[src/rtl/sup_pkg.sv]
// Shared types and helpers for the supervisory reset controller.
package sup_pkg;

    // Watchdog select codes; the numeric values are the register field encoding.
    typedef enum logic [1:0] {
        WD_SEL_LONG  = 2'b00,
        WD_SEL_MID   = 2'b01,
        WD_SEL_SHORT = 2'b10,
        WD_SEL_OFF   = 2'b11
    } wd_sel_e;

    // Largest of three tick counts, used to size the watchdog counter.
    function automatic int unsigned max3(input int unsigned a, input int unsigned b,
                                         input int unsigned c);
        int unsigned m;
        m = (a > b) ? a : b;
        return (m > c) ? m : c;
    endfunction

endpackage

[src/rtl/sup_sync.sv]
// Multi-flop synchroniser for one asynchronous level.
// Assumes STAGES >= 2; RST_VAL is the level held while the block is in reset.
module sup_sync #(
    parameter int unsigned STAGES  = 2,
    parameter logic        RST_VAL = 1'b0
) (
    input  logic clk_i,
    input  logic rst_ni,
    input  logic d_i,
    output logic q_o
);
    logic [STAGES-1:0] sr_q;

    // Shift the raw level through the synchroniser chain.
    always_ff @(posedge clk_i) begin
        if (!rst_ni) sr_q <= {STAGES{RST_VAL}};
        else         sr_q <= {sr_q[STAGES-2:0], d_i};
    end

    assign q_o = sr_q[STAGES-1];
endmodule

[src/rtl/sup_kick_filt.sv]
// Turns a synchronised active-low chip select into a one-cycle kick.
// The kick fires once, on the KICK_MIN-th consecutive low cycle, so a
// shorter pulse is ignored. Assumes KICK_MIN >= 1.
module sup_kick_filt #(
    parameter int unsigned KICK_MIN = 80
) (
    input  logic clk_i,
    input  logic rst_ni,
    input  logic cs_sync_i,
    output logic kick_o
);
    localparam int unsigned RW = $clog2(KICK_MIN + 1);
    localparam logic [RW-1:0] RUN_SAT  = RW'(KICK_MIN);
    localparam logic [RW-1:0] RUN_FIRE = RW'(KICK_MIN - 1);

    logic [RW-1:0] run_q;

    // Count consecutive low cycles, saturating once the minimum is reached.
    always_ff @(posedge clk_i) begin
        if (!rst_ni)                run_q <= '0;
        else if (cs_sync_i)         run_q <= '0;
        else if (run_q != RUN_SAT)  run_q <= run_q + 1'b1;
    end

    assign kick_o = !cs_sync_i && (run_q == RUN_FIRE);
endmodule

[src/rtl/sup_wdog.sv]
// Watchdog counter. It counts up while enabled and restarts on a kick, on a
// select change, while disabled, or while reset is held. It raises fire_o
// for one cycle when the selected limit is reached.
// Assumes every enabled limit is at least 2 ticks.
module sup_wdog
    import sup_pkg::*;
#(
    parameter int unsigned T_LONG  = 280_000_000,
    parameter int unsigned T_MID   = 120_000_000,
    parameter int unsigned T_SHORT = 40_000_000,
    parameter int unsigned CNT_W   = 29
) (
    input  logic             clk_i,
    input  logic             rst_ni,
    input  logic [1:0]       sel_i,
    input  logic             kick_i,
    input  logic             hold_i,
    output logic             fire_o,
    output logic [CNT_W-1:0] cnt_o
);
    wd_sel_e          sel_q;
    logic [CNT_W-1:0] cnt_q;
    logic [CNT_W-1:0] lim;
    logic             enabled;
    logic             restart;

    // Map the select code to its limit in ticks.
    always_comb begin
        case (sel_i)
            WD_SEL_LONG:  lim = CNT_W'(T_LONG);
            WD_SEL_MID:   lim = CNT_W'(T_MID);
            WD_SEL_SHORT: lim = CNT_W'(T_SHORT);
            default:      lim = '0;
        endcase
    end

    assign enabled = (sel_i != WD_SEL_OFF);
    assign restart = !enabled || kick_i || hold_i || (sel_i != sel_q);
    assign fire_o  = !restart && (cnt_q == lim - 1'b1);

    // Remember the last select code so that a change can be detected.
    always_ff @(posedge clk_i) begin
        if (!rst_ni) sel_q <= WD_SEL_OFF;
        else         sel_q <= wd_sel_e'(sel_i);
    end

    // Advance the count, or clear it on a restart or a timeout.
    always_ff @(posedge clk_i) begin
        if (!rst_ni)                cnt_q <= '0;
        else if (restart || fire_o) cnt_q <= '0;
        else                        cnt_q <= cnt_q + 1'b1;
    end

    assign cnt_o = cnt_q;
endmodule

[src/rtl/sup_rstgen.sv]
// Reset pulse generator. It merges a fixed-length watchdog pulse with a
// supply-fault hold and a post-recovery stretch. The raw supply flag forces
// the output with no clock. Assumes WD_PULSE >= 1 and PWR_HOLD >= 1.
module sup_rstgen #(
    parameter int unsigned WD_PULSE = 40_000_000,
    parameter int unsigned PWR_HOLD = 40_000_000
) (
    input  logic clk_i,
    input  logic rst_ni,
    input  logic fire_i,
    input  logic lowv_raw_i,
    input  logic lowv_sync_i,
    output logic active_o
);
    localparam int unsigned WW = $clog2(WD_PULSE + 1);
    localparam int unsigned PW = $clog2(PWR_HOLD + 1);

    logic [WW-1:0] wd_left_q;
    logic [PW-1:0] pwr_left_q;

    // Load the watchdog pulse length on a timeout, then count it down.
    always_ff @(posedge clk_i) begin
        if (!rst_ni)                wd_left_q <= '0;
        else if (fire_i)            wd_left_q <= WW'(WD_PULSE);
        else if (wd_left_q != '0)   wd_left_q <= wd_left_q - 1'b1;
    end

    // Reload the stretch while the supply is low, then count it down.
    always_ff @(posedge clk_i) begin
        if (!rst_ni)                pwr_left_q <= '0;
        else if (lowv_sync_i)       pwr_left_q <= PW'(PWR_HOLD);
        else if (pwr_left_q != '0)  pwr_left_q <= pwr_left_q - 1'b1;
    end

    assign active_o = lowv_raw_i || lowv_sync_i || (pwr_left_q != '0) || (wd_left_q != '0);
endmodule

[src/rtl/sup_ctrl.sv]
// Supervisory watchdog and reset controller, top level.
// It synchronises chip select and the supply flag, filters chip select into
// kicks, runs the watchdog and merges every reset source onto one output
// of selectable polarity. All intervals are in system clock ticks.
module sup_ctrl
    import sup_pkg::*;
#(
    parameter int unsigned T_LONG          = 280_000_000,
    parameter int unsigned T_MID           = 120_000_000,
    parameter int unsigned T_SHORT         = 40_000_000,
    parameter int unsigned WD_PULSE        = 40_000_000,
    parameter int unsigned PWR_HOLD        = 40_000_000,
    parameter int unsigned KICK_MIN        = 80,
    parameter int unsigned SYNC_STAGES     = 2,
    parameter bit          RST_ACTIVE_HIGH = 1'b0
) (
    input  logic       clk_i,
    input  logic       rst_ni,
    input  logic       cs_ni,
    input  logic       low_supply_i,
    input  logic [1:0] wd_sel_i,
    output logic       sup_rst_o
);
    localparam int unsigned T_MAX = max3(T_LONG, T_MID, T_SHORT);
    localparam int unsigned CNT_W = $clog2(T_MAX + 1);

    logic             cs_sync;
    logic             lowv_sync;
    logic             kick;
    logic             wd_fire;
    logic             rst_active;
    logic [CNT_W-1:0] wd_cnt;

    sup_sync #(.STAGES(SYNC_STAGES), .RST_VAL(1'b1)) u_cs_sync (
        .clk_i(clk_i), .rst_ni(rst_ni), .d_i(cs_ni), .q_o(cs_sync)
    );

    sup_sync #(.STAGES(SYNC_STAGES), .RST_VAL(1'b0)) u_lv_sync (
        .clk_i(clk_i), .rst_ni(rst_ni), .d_i(low_supply_i), .q_o(lowv_sync)
    );

    sup_kick_filt #(.KICK_MIN(KICK_MIN)) u_kick (
        .clk_i(clk_i), .rst_ni(rst_ni), .cs_sync_i(cs_sync), .kick_o(kick)
    );

    sup_wdog #(
        .T_LONG(T_LONG), .T_MID(T_MID), .T_SHORT(T_SHORT), .CNT_W(CNT_W)
    ) u_wdog (
        .clk_i(clk_i), .rst_ni(rst_ni), .sel_i(wd_sel_i), .kick_i(kick),
        .hold_i(rst_active), .fire_o(wd_fire), .cnt_o(wd_cnt)
    );

    sup_rstgen #(.WD_PULSE(WD_PULSE), .PWR_HOLD(PWR_HOLD)) u_rgen (
        .clk_i(clk_i), .rst_ni(rst_ni), .fire_i(wd_fire),
        .lowv_raw_i(low_supply_i), .lowv_sync_i(lowv_sync), .active_o(rst_active)
    );

    // Drive the output in the polarity the build selects.
    generate
        if (RST_ACTIVE_HIGH) begin : g_pol_high
            assign sup_rst_o = rst_active;
        end else begin : g_pol_low
            assign sup_rst_o = !rst_active;
        end
    endgenerate
endmodule

[config.mk]
export PLATFORM = sky130hd
export DESIGN_NAME = sup_ctrl
export DESIGN_NICKNAME = d
export VERILOG_FILES = /design/src/rtl/sup_pkg.sv /design/src/rtl/sup_sync.sv /design/src/rtl/sup_kick_filt.sv /design/src/rtl/sup_wdog.sv /design/src/rtl/sup_rstgen.sv /design/src/rtl/sup_ctrl.sv
export SDC_FILE = /design/constraint.sdc
export NUM_CORES = 1
export LEC_CHECK = 0
export ABC_AREA = 0
export BUFFER_PORTS_ARGS = -buffer_cell sky130_fd_sc_hd__clkbuf_2
export CAP_MARGIN = 25
export CORE_MARGIN = 2
export CORE_UTILIZATION = 35
export DETAILED_ROUTE_END_ITERATION = 12
export PLACE_DENSITY = 0.49
export SLEW_MARGIN = 20
export SYNTH_ARGS = -nofsm -noshare
export SYNTH_HDL_FRONTEND = slang
export SYNTH_HIERARCHICAL = 1
export SYNTH_SLANG_ARGS = --single-unit
[constraint.sdc]
create_clock -name clk_i -period 5.3 [get_ports clk_i]
set_clock_uncertainty 0.1 [all_clocks]
set_input_delay 0.265 -clock clk_i [delete_from_list [all_inputs] [get_ports clk_i]]
set_output_delay 0.265 -clock clk_i [all_outputs]
set_load 0.05 [all_outputs]
==> impl_metrics.yaml, run 1 <==
placement:
  dpl.hpwl_um: 7961
  pre_cts_ws_ps: 1042
  gp_congestion: 0.8445
  port_buffers: 6
worst_setup_path:
  critPathMaxStageDelay_ps: 550
  crit_fanout: 18
  rr_endpoint: "u_rgen/wd_left_q[10]$_SDFFE_PP0P_"
  cp-end-kind: "flip-flop"
  r2r-start: "u_rgen/wd_left_q[4]$_SDFFE_PP0P_"
  critical_path_class: "reg2reg"
  critPathLaunchType: "flip-flop"
  cp_common_cell: "or3_1"
  critPathLaunch: "u_rgen/wd_left_q[4]$_SDFFE_PP0P_"
  ff2ff_setup_slack_ps: 1030
  required_ps: 5450
  ff2ff_path_depth: 10
  arrival_ps: 4410
  cp_cell_sequence: "nor4_1 -> nand4_1 -> or3_1 -> or4_1 -> or3_1 -> nor3_1 -> and2_1 -> clkinv_1 -> nand2_1 -> o21ba_2"
  critPathSlowestCell: "nor4_1"
cells_and_area:
  antennaDiodeCount: 0
  area_growth_pct: 9.493
  fillers: 1436
  nets: 580
  drive_above_1_share_pct: 11.25
sta:
  whs_ps: 78.37
  finalCritPeriodShare_pct: 80.53
  worst_slew_pin_slew_ps: 769.2
  clock.fmax_mhz: 234.3
  slew_headroom_pct: 48.32
  drv_slew: 0
  setup_viol: 0
  hold_viol: 0
  fin_tns_setup_ps: 0
  min_period_ps: 4268
  rsz0062_at_grt: "false"
  fin_ws_ps: 1032
cts:
  cts-root-buf: "clkbuf_16"
  path_clk_slew_ps: 70
  clk_latency_ps: 350
  post_cts_resized: 0
  htreeDepth: 3
  cts_tree: "yes"
  clk_path_buf_depth: 2
  clock-sinks: 94
  numCtsBuffers: 9
floorplanning:
  die_y_um: 122.5
  core_mm2: 0.01377
  dieArea_mm2: 0.01501
  die_width_um: 122.5
  std_cell_rows: 43
  io_pins: 7
  start_util_pct: 35.69
global_route:
  grt_pass1_vias: 3902
  grt_pass1_wl_um: 19040
  grtUsageTotal_pct: 15.92
  grt_max_degree: 22
  overflow: 0
  antenna_found_initial: 0
detailed_routing:
  route.detailed.wl_per_inst_um: 14.79
  ant_nets: 0
  initialDrtViolationCount: 276
  route.detailed.drc: 0
  route.vias.total: 4071
  totalWireLength_um: 11070
  vias_per_cell: 5.435
  first_pass_iters: 4
pwr:
  comb_power_share_pct: 43.2
  swShare_pct: 42.76
  power.internal_mw: 1.652
  leakage_nw: 1.851
  p_seq_share_pct: 34.3
  p_clk_share_pct: 22.5
  max-vdd-ir-drop_v: 0.0001826
  powerDensity_mw_per_mm2: 536.1
  p_switching_mw: 1.234
logic_synthesis:
  ys_warn_count: 6
  async_flop_share_pct: 0
  synth_cells: 562
  synth_top_flop_cell: "dfxtp_1"
  yosysMostFrequentCell: "dfxtp_1"
  synth_area_mm2: 0.004916
  post_synth_most_frequent_cells: "dfxtp_1, nor2_1, xor2_1, a21oi_1, nand2_1"
  synth_top_area_share_pct: 38.28
  synth_edf_count: 0
  synthTopCellsByArea: "dfxtp_1, xor2_1, nor2_1"
  synth_top_cell_by_area: "dfxtp_1"
  synth_cell_types: 67
  synth.avg_cell_area_um2: 8.747
  synth_seq_cells: 94
  yosysSeqAreaShare_pct: 38.28
  synth_fp_nets: 578
outcome:
  outcome: "complete, no violations"
flow_run:
  maxCapViolations: 0
hold_path:
  min_path_cells: 2
  hold_start: "low_supply_i"
  hold_end: "u_lv_sync/sr_q[0]$_SDFF_PN0_"
  hold_class: "in2reg"
[logic make-up (layout without fill, tap and decap cells)]
group,Yosys count,in the layout,synth area share [%]
buffers and inverters,36,43,3.512
flip-flops,94,94,38.28
AND/OR/NAND/NOR,270,270,31.97
adder cells (fa/ha/maj),10,10,2.545
AO/OA/AOI/OAI,99,99,14.15
multiplexers,4,4,0.8145
XOR/XNOR,49,49,8.730
[stage by stage]
step                std cells  power [mW]  utilization, %  instance area, um2
CTS                       749       2.910           39.08                5383
global placement          732       2.222           36.86                5077
floorplan                 562       1.977               -                4916
global route              749       3.116           39.08                5383
detailed placement        732       2.244           36.86                5077
finish                    749       2.886           39.08                5383
[routing by layer]
metal	share of wire [%]	wire length [um]	vias up	GRT usage (%)
met5	0	0	-	0
met4	1.9	208	0	6.681
met3	2.5	275	14	2.602
met2	46	5139	47	25.38
met1	49	5451	1926	21.31
li1	-	-	2084	-
[worst max-delay path by stage]
stage	endpoint
5_1_grt	u_rgen/wd_left_q[10]$_SDFFE_PP0P_
6_report	u_rgen/wd_left_q[10]$_SDFFE_PP0P_
3_3_place_gp	u_rgen/wd_left_q[10]$_SDFFE_PP0P_
4_1_cts	u_rgen/wd_left_q[10]$_SDFFE_PP0P_
3_5_place_dp	u_rgen/wd_left_q[10]$_SDFFE_PP0P_
2_1_floorplan	u_rgen/wd_left_q[0]$_SDFFE_PP0P_
[critical path: cells and delay by family (launching register included)]
| family | cells | cell delay [ps] |
|---|---|---|
| AND/OR/NAND/NOR | 8 | 3210 |
| flip-flops | 1 | 360 |
| buffers and inverters | 1 | 250 |
| AO/OA/AOI/OAI | 1 | 240 |
[placed cells by master, fill, tap and decap left out, types with 3 or more instances in the layout]
cell | Yosys | layout
nor2_2 | 10 | 10
o41ai_1 | 5 | 5
ha_1 | 10 | 10
nand2b_1 | 9 | 9
o21ai_0 | 10 | 10
inv_8 | 0 | 4
and4_1 | 3 | 3
o22ai_1 | 3 | 3
a31oi_1 | 9 | 9
and3_1 | 8 | 8
o31ai_1 | 13 | 13
a211oi_1 | 3 | 3
clkbuf_16 | 0 | 9
nor3b_1 | 3 | 3
nor4_1 | 13 | 13
dfxtp_1 | 94 | 94
clkbuf_2 | 0 | 6
or3_1 | 17 | 17
nor2_1 | 56 | 56
and2_1 | 5 | 5
or2_2 | 3 | 3
or4_1 | 19 | 19
xor2_1 | 32 | 32
nand3b_1 | 4 | 4
xnor2_1 | 17 | 17
nand3_1 | 25 | 25
inv_1 | 18 | 18
a21oi_1 | 30 | 30
o31a_1 | 5 | 5
mux2i_1 | 4 | 4
nor2b_1 | 4 | 4
nor3_1 | 21 | 21
nand4_1 | 18 | 18
o211ai_1 | 3 | 3
nand2_1 | 29 | 29
[timing repair]
item,in CTS,in global routing
setup buffers,0,0
hold buffers,1,0
hold endpoints to repair,1,0
[registers in the layout (all words and copies together), names as in the netlist]
signal	cells
u_wdog/cnt_o	29
u_rgen/pwr_left_q	26
u_rgen/wd_left_q	26
u_kick/run_q	7
u_cs_sync/sr_q	2
u_lv_sync/sr_q	2
u_wdog/sel_q	2
[power groups by stage]
stage	logic, mW	clock network [mW]	registers (mW)
2_1_floorplan	1.01	0	0.968
3_3_place_gp	1.23	0	0.996
3_5_place_dp	1.24	0	1.00
4_1_cts	1.25	0.675	0.988
5_1_grt	1.40	0.703	1.01
6_report	1.25	0.650	0.989
[final cells by class]
type	instances	area, um2	area share, %
Timing Repair Buffer	8	47.55	0.8833
Tap cell	180	225.2	4.184
Clock inverter	7	70.07	1.302
Sequential cell	94	1882	34.96
Multi-Input combinational cell	432	2861	53.16
Inverter	19	71.32	1.325
Clock buffer	9	225.2	4.184
No activity file was read; power rests on OpenSTA's default activity.
==> run 2, diff against run 1 <==
PLACE_DENSITY = 0.51   (was 0.49)
clock period = 3.6 ns   (was 5.3 ns; I/O delays follow)
==> run 2 against run 1 <==
Setup slack got worse by 750 ps. Die area unchanged. Sequential power increased by 48%. Total power increased by 53%. Critical path type unchanged. Critical path depth increased by 3. Critical endpoint is now u_rgen/wd_left_q[1]$_SDFFE_PP0P_. Non-clock buffer count increased by 16. First-iteration DRC count decreased by 8.7%. Via count increased by 2.6%.
==> impl_metrics.yaml, run 2 (synthesized netlist as in run 1, its figures left out) <==
outcome:
  outcome: "complete, no violations"
pwr:
  p_seq_share_pct: 33.0
  powerDensity_mw_per_mm2: 796.3
  swShare_pct: 40.62
  comb_power_share_pct: 44.5
  leakage_nw: 1.946
  power.internal_mw: 2.624
  power_mw: 4.419
  p_switching_mw: 1.795
  max-vdd-ir-drop_v: 0.0002424
  p_clk_share_pct: 22.5
cells_and_area:
  final_cell_mix: "dfxtp_1, nor2_1, xor2_1, a21oi_1, nand2_1"
  largest_reg_flops: 29
  final_util_pct: 40.29
  layout_commonest_cell: "dfxtp_1"
  area_growth_pct: 12.88
  antennaDiodeCount: 0
  register_area_mm2: 0.001882
  final_area_mm2: 0.005549
  fillers: 1429
  nets: 597
  multi_input_area_mm2: 0.002883
  drive_above_1_share_pct: 13.82
placement:
  gp_congestion: 0.8257
  placed_area_mm2: 0.005202
  port_buffers: 6
  dpl.hpwl_um: 7960
sta:
  drv_slew: 0
  worst_slew_pin_slew_ps: 815.7
  setup_viol: 0
  whs_ps: 43.15
  min_period_ps: 3316
  hold_viol: 0
  fin_tns_setup_ps: 0
  finalCritPeriodShare_pct: 92.11
  clock.fmax_mhz: 301.6
  slew_headroom_pct: 45.12
  rsz0062_at_grt: "false"
cts:
  numCtsBuffers: 9
  cts-root-buf: "clkbuf_16"
  clk_latency_ps: 350
  htreeDepth: 3
  clk_path_buf_depth: 2
  cts_tree: "yes"
  clock-sinks: 94
  path_clk_slew_ps: 70
hold_path:
  hold_class: "in2reg"
detailed_routing:
  vias_per_cell: 5.450
  route.detailed.drc: 0
  route.detailed.wl_per_inst_um: 14.67
  initialDrtViolationCount: 252
  first_pass_iters: 6
  ant_nets: 0
  totalWireLength_um: 11240
  route.vias.total: 4175
global_route:
  grtUsageTotal_pct: 15.66
  grt_pass1_wl_um: 18710
  grt_pass1_vias: 3874
  overflow: 0
  grt_max_degree: 22
  antenna_found_initial: 0
floorplanning:
  std_cell_rows: 43
  dieArea_mm2: 0.01501
  core_mm2: 0.01377
  die_width_um: 122.5
  die_y_um: 122.5
  start_util_pct: 35.69
  io_pins: 7
worst_setup_path:
  critical_path_class: "reg2reg"
  cp-end-kind: "flip-flop"
  crit_fanout: 12
  critPathLaunchType: "flip-flop"
  worst-path-buf-inv: 3
  cp_common_cell: "or3_1"
  arrival_ps: 3430
  crit_family: "simple AND/OR/NAND/NOR gates"
  critPathSlowestCell: "or4_1"
  critPathMaxStageDelay_ps: 500
  required_ps: 3720
  cp_cell_sequence: "inv_1 -> ha_1 -> nor3b_1 -> nand2_1 -> or3_1 -> or4_1 -> or3_1 -> nor3_1 -> and2_1 -> clkinv_1 -> nand2_2 -> buf_12 -> a211oi_1"
flow_run:
  maxCapViolations: 0
run 2: worst paths after layout:
kind / start / endpoint / slack [ps] / cells past startpoint
hold / removal: wd_sel_i[1] / u_wdog/sel_q[1]$_SDFF_PN1_ / 40 / 3
hold reg to reg: u_cs_sync/sr_q[0]$_SDFF_PN1_ / u_cs_sync/sr_q[1]$_SDFF_PN1_ / 320 / 1
setup reg to reg: u_rgen/wd_left_q[0]$_SDFFE_PP0P_ / u_rgen/wd_left_q[1]$_SDFFE_PP0P_ / 280 / 13
setup / recovery: u_rgen/wd_left_q[0]$_SDFFE_PP0P_ / u_rgen/wd_left_q[1]$_SDFFE_PP0P_ / 280 / 13
run 2: routing by layer:
| metal | GRT usage [%] | routed length [um] | vias up |
|---|---|---|---|
| met2 | 25.42 | 5264 | 44 |
| li1 | - | - | 2125 |
| met4 | 6.825 | 182 | 0 |
| met1 | 20.61 | 5546 | 1995 |
| met5 | 0 | 0 | - |
| met3 | 2.370 | 243 | 11 |
run 2: worst register-to-register path, stage by stage (launching register included):
cell and delay [ps]:
dfxtp_1 330, inv_1 90, ha_1 180, nor3b_1 330
nand2_1 80, or3_1 330, or4_1 500, or3_1 320
nor3_1 200, and2_1 230, clkinv_1 110, nand2_2 160
buf_12 160, a211oi_1 50
run 2: cell type report:
class,count,share of cell area (%)
Sequential cell,94,33.91
Inverter,19,1.285
Tap cell,180,4.059
Timing Repair Buffer,24,3.292
Multi-Input combinational cell,433,51.95
Clock buffer,10,4.307
Clock inverter,6,1.195
run 2: through the flow:
step                setup slack, ps  instances
floorplan                     65.90        562
global placement              254.5        747
detailed placement            212.7        747
CTS                           193.9        765
global route                  34.93        766
finish                        283.9        766
run 2: power by group through the flow:
stage	clock network, mW	registers [mW]	logic, mW
2_1_floorplan	0	1.43	1.49
3_3_place_gp	0	1.47	1.93
3_5_place_dp	0	1.48	1.95
4_1_cts	1.02	1.45	1.97
5_1_grt	1.05	1.50	2.21
6_report	0.993	1.46	1.97
run 2: timing repair:
action / in CTS / in global routing
resized for setup: 0 / 2
endpoints found under the hold margin: 2 / 0
setup endpoints to repair: 0 / 27
hold buffers: 2 / 0
buffers inserted: 0 / 0
==> run 3, diff against run 2 <==
ABC_AREA = 1   (was 0)
ABC_CLOCK_PERIOD_IN_PS = 3600   (was not set)
==> run 3 against run 2 <==
Non-clock buffer count decreased by 16. Synthesized area increased by 10%. Critical path depth stayed put. Critical endpoint is now u_rgen/wd_left_q[7]$_SDFFE_PP0P_. Largest power group unchanged. Largest cell class unchanged. Maximum frequency up 23%.
==> impl_metrics.yaml, run 3 <==
worst_setup_path:
  rr_endpoint: "u_rgen/wd_left_q[7]$_SDFFE_PP0P_"
  ff2ff_setup_slack_ps: 910
  crit_fanout: 15
  critPathMaxStageDelay_ps: 420
  worst-path-buf-inv: 2
  critPathSlowestCell: "inv_1"
  cp-end-kind: "flip-flop"
  crit_family: "simple AND/OR/NAND/NOR gates"
  critical_path_class: "reg2reg"
  cp_cell_sequence: "inv_1 -> ha_1 -> nand2_4 -> nor2_8 -> nand2_2 -> nor2_4 -> nand3_1 -> nor3_1 -> nand3_1 -> nor2_1 -> nor2_1 -> inv_1 -> nor3_1"
  required_ps: 3720
  critPathLaunchType: "flip-flop"
  r2r-start: "u_rgen/wd_left_q[0]$_SDFFE_PP0P_"
  arrival_ps: 2810
  ff2ff_path_depth: 13
cells_and_area:
  antennaDiodeCount: 0
  multi_input_area_mm2: 0.003128
  final_cell_mix: "nand2_1, nor2_1, dfxtp_1, inv_1, nand3_1"
  fillers: 1682
  register_area_mm2: 0.001882
  final_util_pct: 39.39
  area_growth_pct: 10.35
  layout_commonest_cell: "nand2_1"
  largest_reg_flops: 29
  nets: 834
  drive_above_1_share_pct: 10.09
cts:
  cts-root-buf: "clkbuf_16"
  clk_path_buf_depth: 2
  path_clk_slew_ps: 70
  clock-sinks: 94
  cts_tree: "yes"
  clk_latency_ps: 350
  numCtsBuffers: 9
  htreeDepth: 3
  post_cts_resized: 0
  cts_setup_buffers: 0
sta:
  slew_headroom_pct: 62.37
  min_period_ps: 2691
  rsz0062_at_grt: "false"
  drv_slew: 0
  clock.fmax_mhz: 371.6
  whs_ps: 28.14
  worst_slew_pin_slew_ps: 561.0
  setup_viol: 0
  fin_tns_setup_ps: 0
  finalCritPeriodShare_pct: 74.75
  hold_viol: 0
logic_synthesis:
  synth_cells: 806
  synth_edf_count: 0
  synth_top_cell_by_area: "dfxtp_1"
  ys_warn_count: 6
  async_flop_share_pct: 0
  synth_fp_nets: 822
  synth_top_flop_cell: "dfxtp_1"
  synthTopCellsByArea: "dfxtp_1, nand2_1, nor2_1"
  synth_top_area_share_pct: 34.68
  synth.avg_cell_area_um2: 6.733
  yosysSeqAreaShare_pct: 34.68
  yosysMostFrequentCell: "nand2_1"
  synth_seq_cells: 94
  post_synth_most_frequent_cells: "nand2_1, nor2_1, dfxtp_1, inv_1, nand3_1"
  synth_area_mm2: 0.005426
  synth_cell_types: 36
global_route:
  overflow: 0
  grt_max_degree: 29
  antenna_found_initial: 0
  grt_pass1_vias: 4420
  grtUsageTotal_pct: 16.43
  grt_pass1_wl_um: 21650
placement:
  gp_congestion: 0.8496
  port_buffers: 6
  dpl.hpwl_um: 9455
floorplanning:
  io_pins: 7
  die_width_um: 128.5
  std_cell_rows: 45
  die_y_um: 128.5
  core_mm2: 0.01520
  start_util_pct: 35.70
  dieArea_mm2: 0.01652
pwr:
  powerDensity_mw_per_mm2: 782.0
  power.internal_mw: 2.636
  p_switching_mw: 2.046
  leakage_nw: 2.552
  p_clk_share_pct: 22.7
  p_seq_share_pct: 30.3
  comb_power_share_pct: 47.1
  max-vdd-ir-drop_v: 0.0003853
  swShare_pct: 43.70
detailed_routing:
  route.detailed.wl_per_inst_um: 12.48
  route.vias.total: 4675
  route.detailed.drc: 0
  first_pass_iters: 5
  ant_nets: 0
  initialDrtViolationCount: 264
  vias_per_cell: 4.624
  totalWireLength_um: 12620
outcome:
  outcome: "complete, no violations"
hold_path:
  hold_class: "in2reg"
  min_path_cells: 2
  hold_end: "u_cs_sync/sr_q[0]$_SDFF_PN1_"
  hold_start: "rst_ni"
flow_run:
  maxCapViolations: 0
[run 3: kinds of logic after synthesis]
| family | share of synthesized area, % |
|---|---|
| AOI/OAI and AO/OA | 5.395 |
| xor gates and xnor gates | 7.425 |
| adders and majority gates | 2.306 |
| buffers and inverters | 7.678 |
| DFF | 34.68 |
| and+or+nand+nor | 42.52 |
[run 3: stage by stage]
step / setup WS [ps] / instances / area (um2) / power [mW]
floorplan: 1243 / 806 / 5426 / 3.207
global placement: 1012 / 993 / 5635 / 3.654
detailed placement: 920.9 / 993 / 5635 / 3.630
CTS: 900.7 / 1011 / 5988 / 4.728
global route: 595.9 / 1011 / 5988 / 5.096
finish: 909.1 / 1011 / 5988 / 4.683
[run 3: final cells by class]
type	instances	area share [%]
Multi-Input combinational cell	609	52.24
Sequential cell	94	31.42
Inverter	96	6.018
Clock buffer	10	3.991
Tap cell	188	3.928
Clock inverter	6	1.567
Timing Repair Buffer	8	0.8358
[run 3: worst reg2reg max path, stage by stage, from the launching register on]
cell and delay, ps:
dfxtp_1 300, inv_1 160, ha_1 290, nand2_4 120, nor2_8 160, nand2_2 80, nor2_4 160, nand3_1 110
nor3_1 150, nand3_1 110, nor2_1 180, nor2_1 110, inv_1 420, nor3_1 120
[run 3: worst max path at each step]
stage,start,slack [ps],to,depth (start not counted)
floorplan,u_rgen/pwr_left_q[0]$_SDFFE_PP0P_,1240,u_rgen/wd_left_q[10]$_SDFFE_PP0P_,14
finish,u_rgen/wd_left_q[0]$_SDFFE_PP0P_,910,u_rgen/wd_left_q[7]$_SDFFE_PP0P_,13
global route,u_rgen/wd_left_q[0]$_SDFFE_PP0P_,600,u_rgen/wd_left_q[2]$_SDFFE_PP0P_,13
detailed placement,u_rgen/pwr_left_q[0]$_SDFFE_PP0P_,920,u_rgen/wd_left_q[7]$_SDFFE_PP0P_,13
global placement,u_rgen/wd_left_q[0]$_SDFFE_PP0P_,1010,u_rgen/wd_left_q[7]$_SDFFE_PP0P_,13
CTS,u_rgen/pwr_left_q[0]$_SDFFE_PP0P_,900,u_rgen/wd_left_q[7]$_SDFFE_PP0P_,13
[run 3: repair_timing]
action                                 4_1_cts  5_1_grt
hold buffers                                 2        0
endpoints found under the hold margin        2        0
setup endpoints to repair                    0        0
[run 3: power by group through the flow]
stage	combinational, mW	sequential, mW	clock (mW)
3_3_place_gp	2.21	1.44	0
2_1_floorplan	1.82	1.39	0
5_1_grt	2.50	1.45	1.14
4_1_cts	2.20	1.42	1.11
3_5_place_dp	2.19	1.44	0
6_report	2.20	1.42	1.06
[run 3: routing by layer]
| metal | global-route usage (%) | up-vias | wire length, um |
|---|---|---|---|
| met5 | 0 | - | 0 |
| met4 | 5.243 | 0 | 243 |
| met3 | 4.366 | 18 | 375 |
| met2 | 25.59 | 58 | 5351 |
| met1 | 22.28 | 2052 | 6649 |
| li1 | - | 2547 | - |
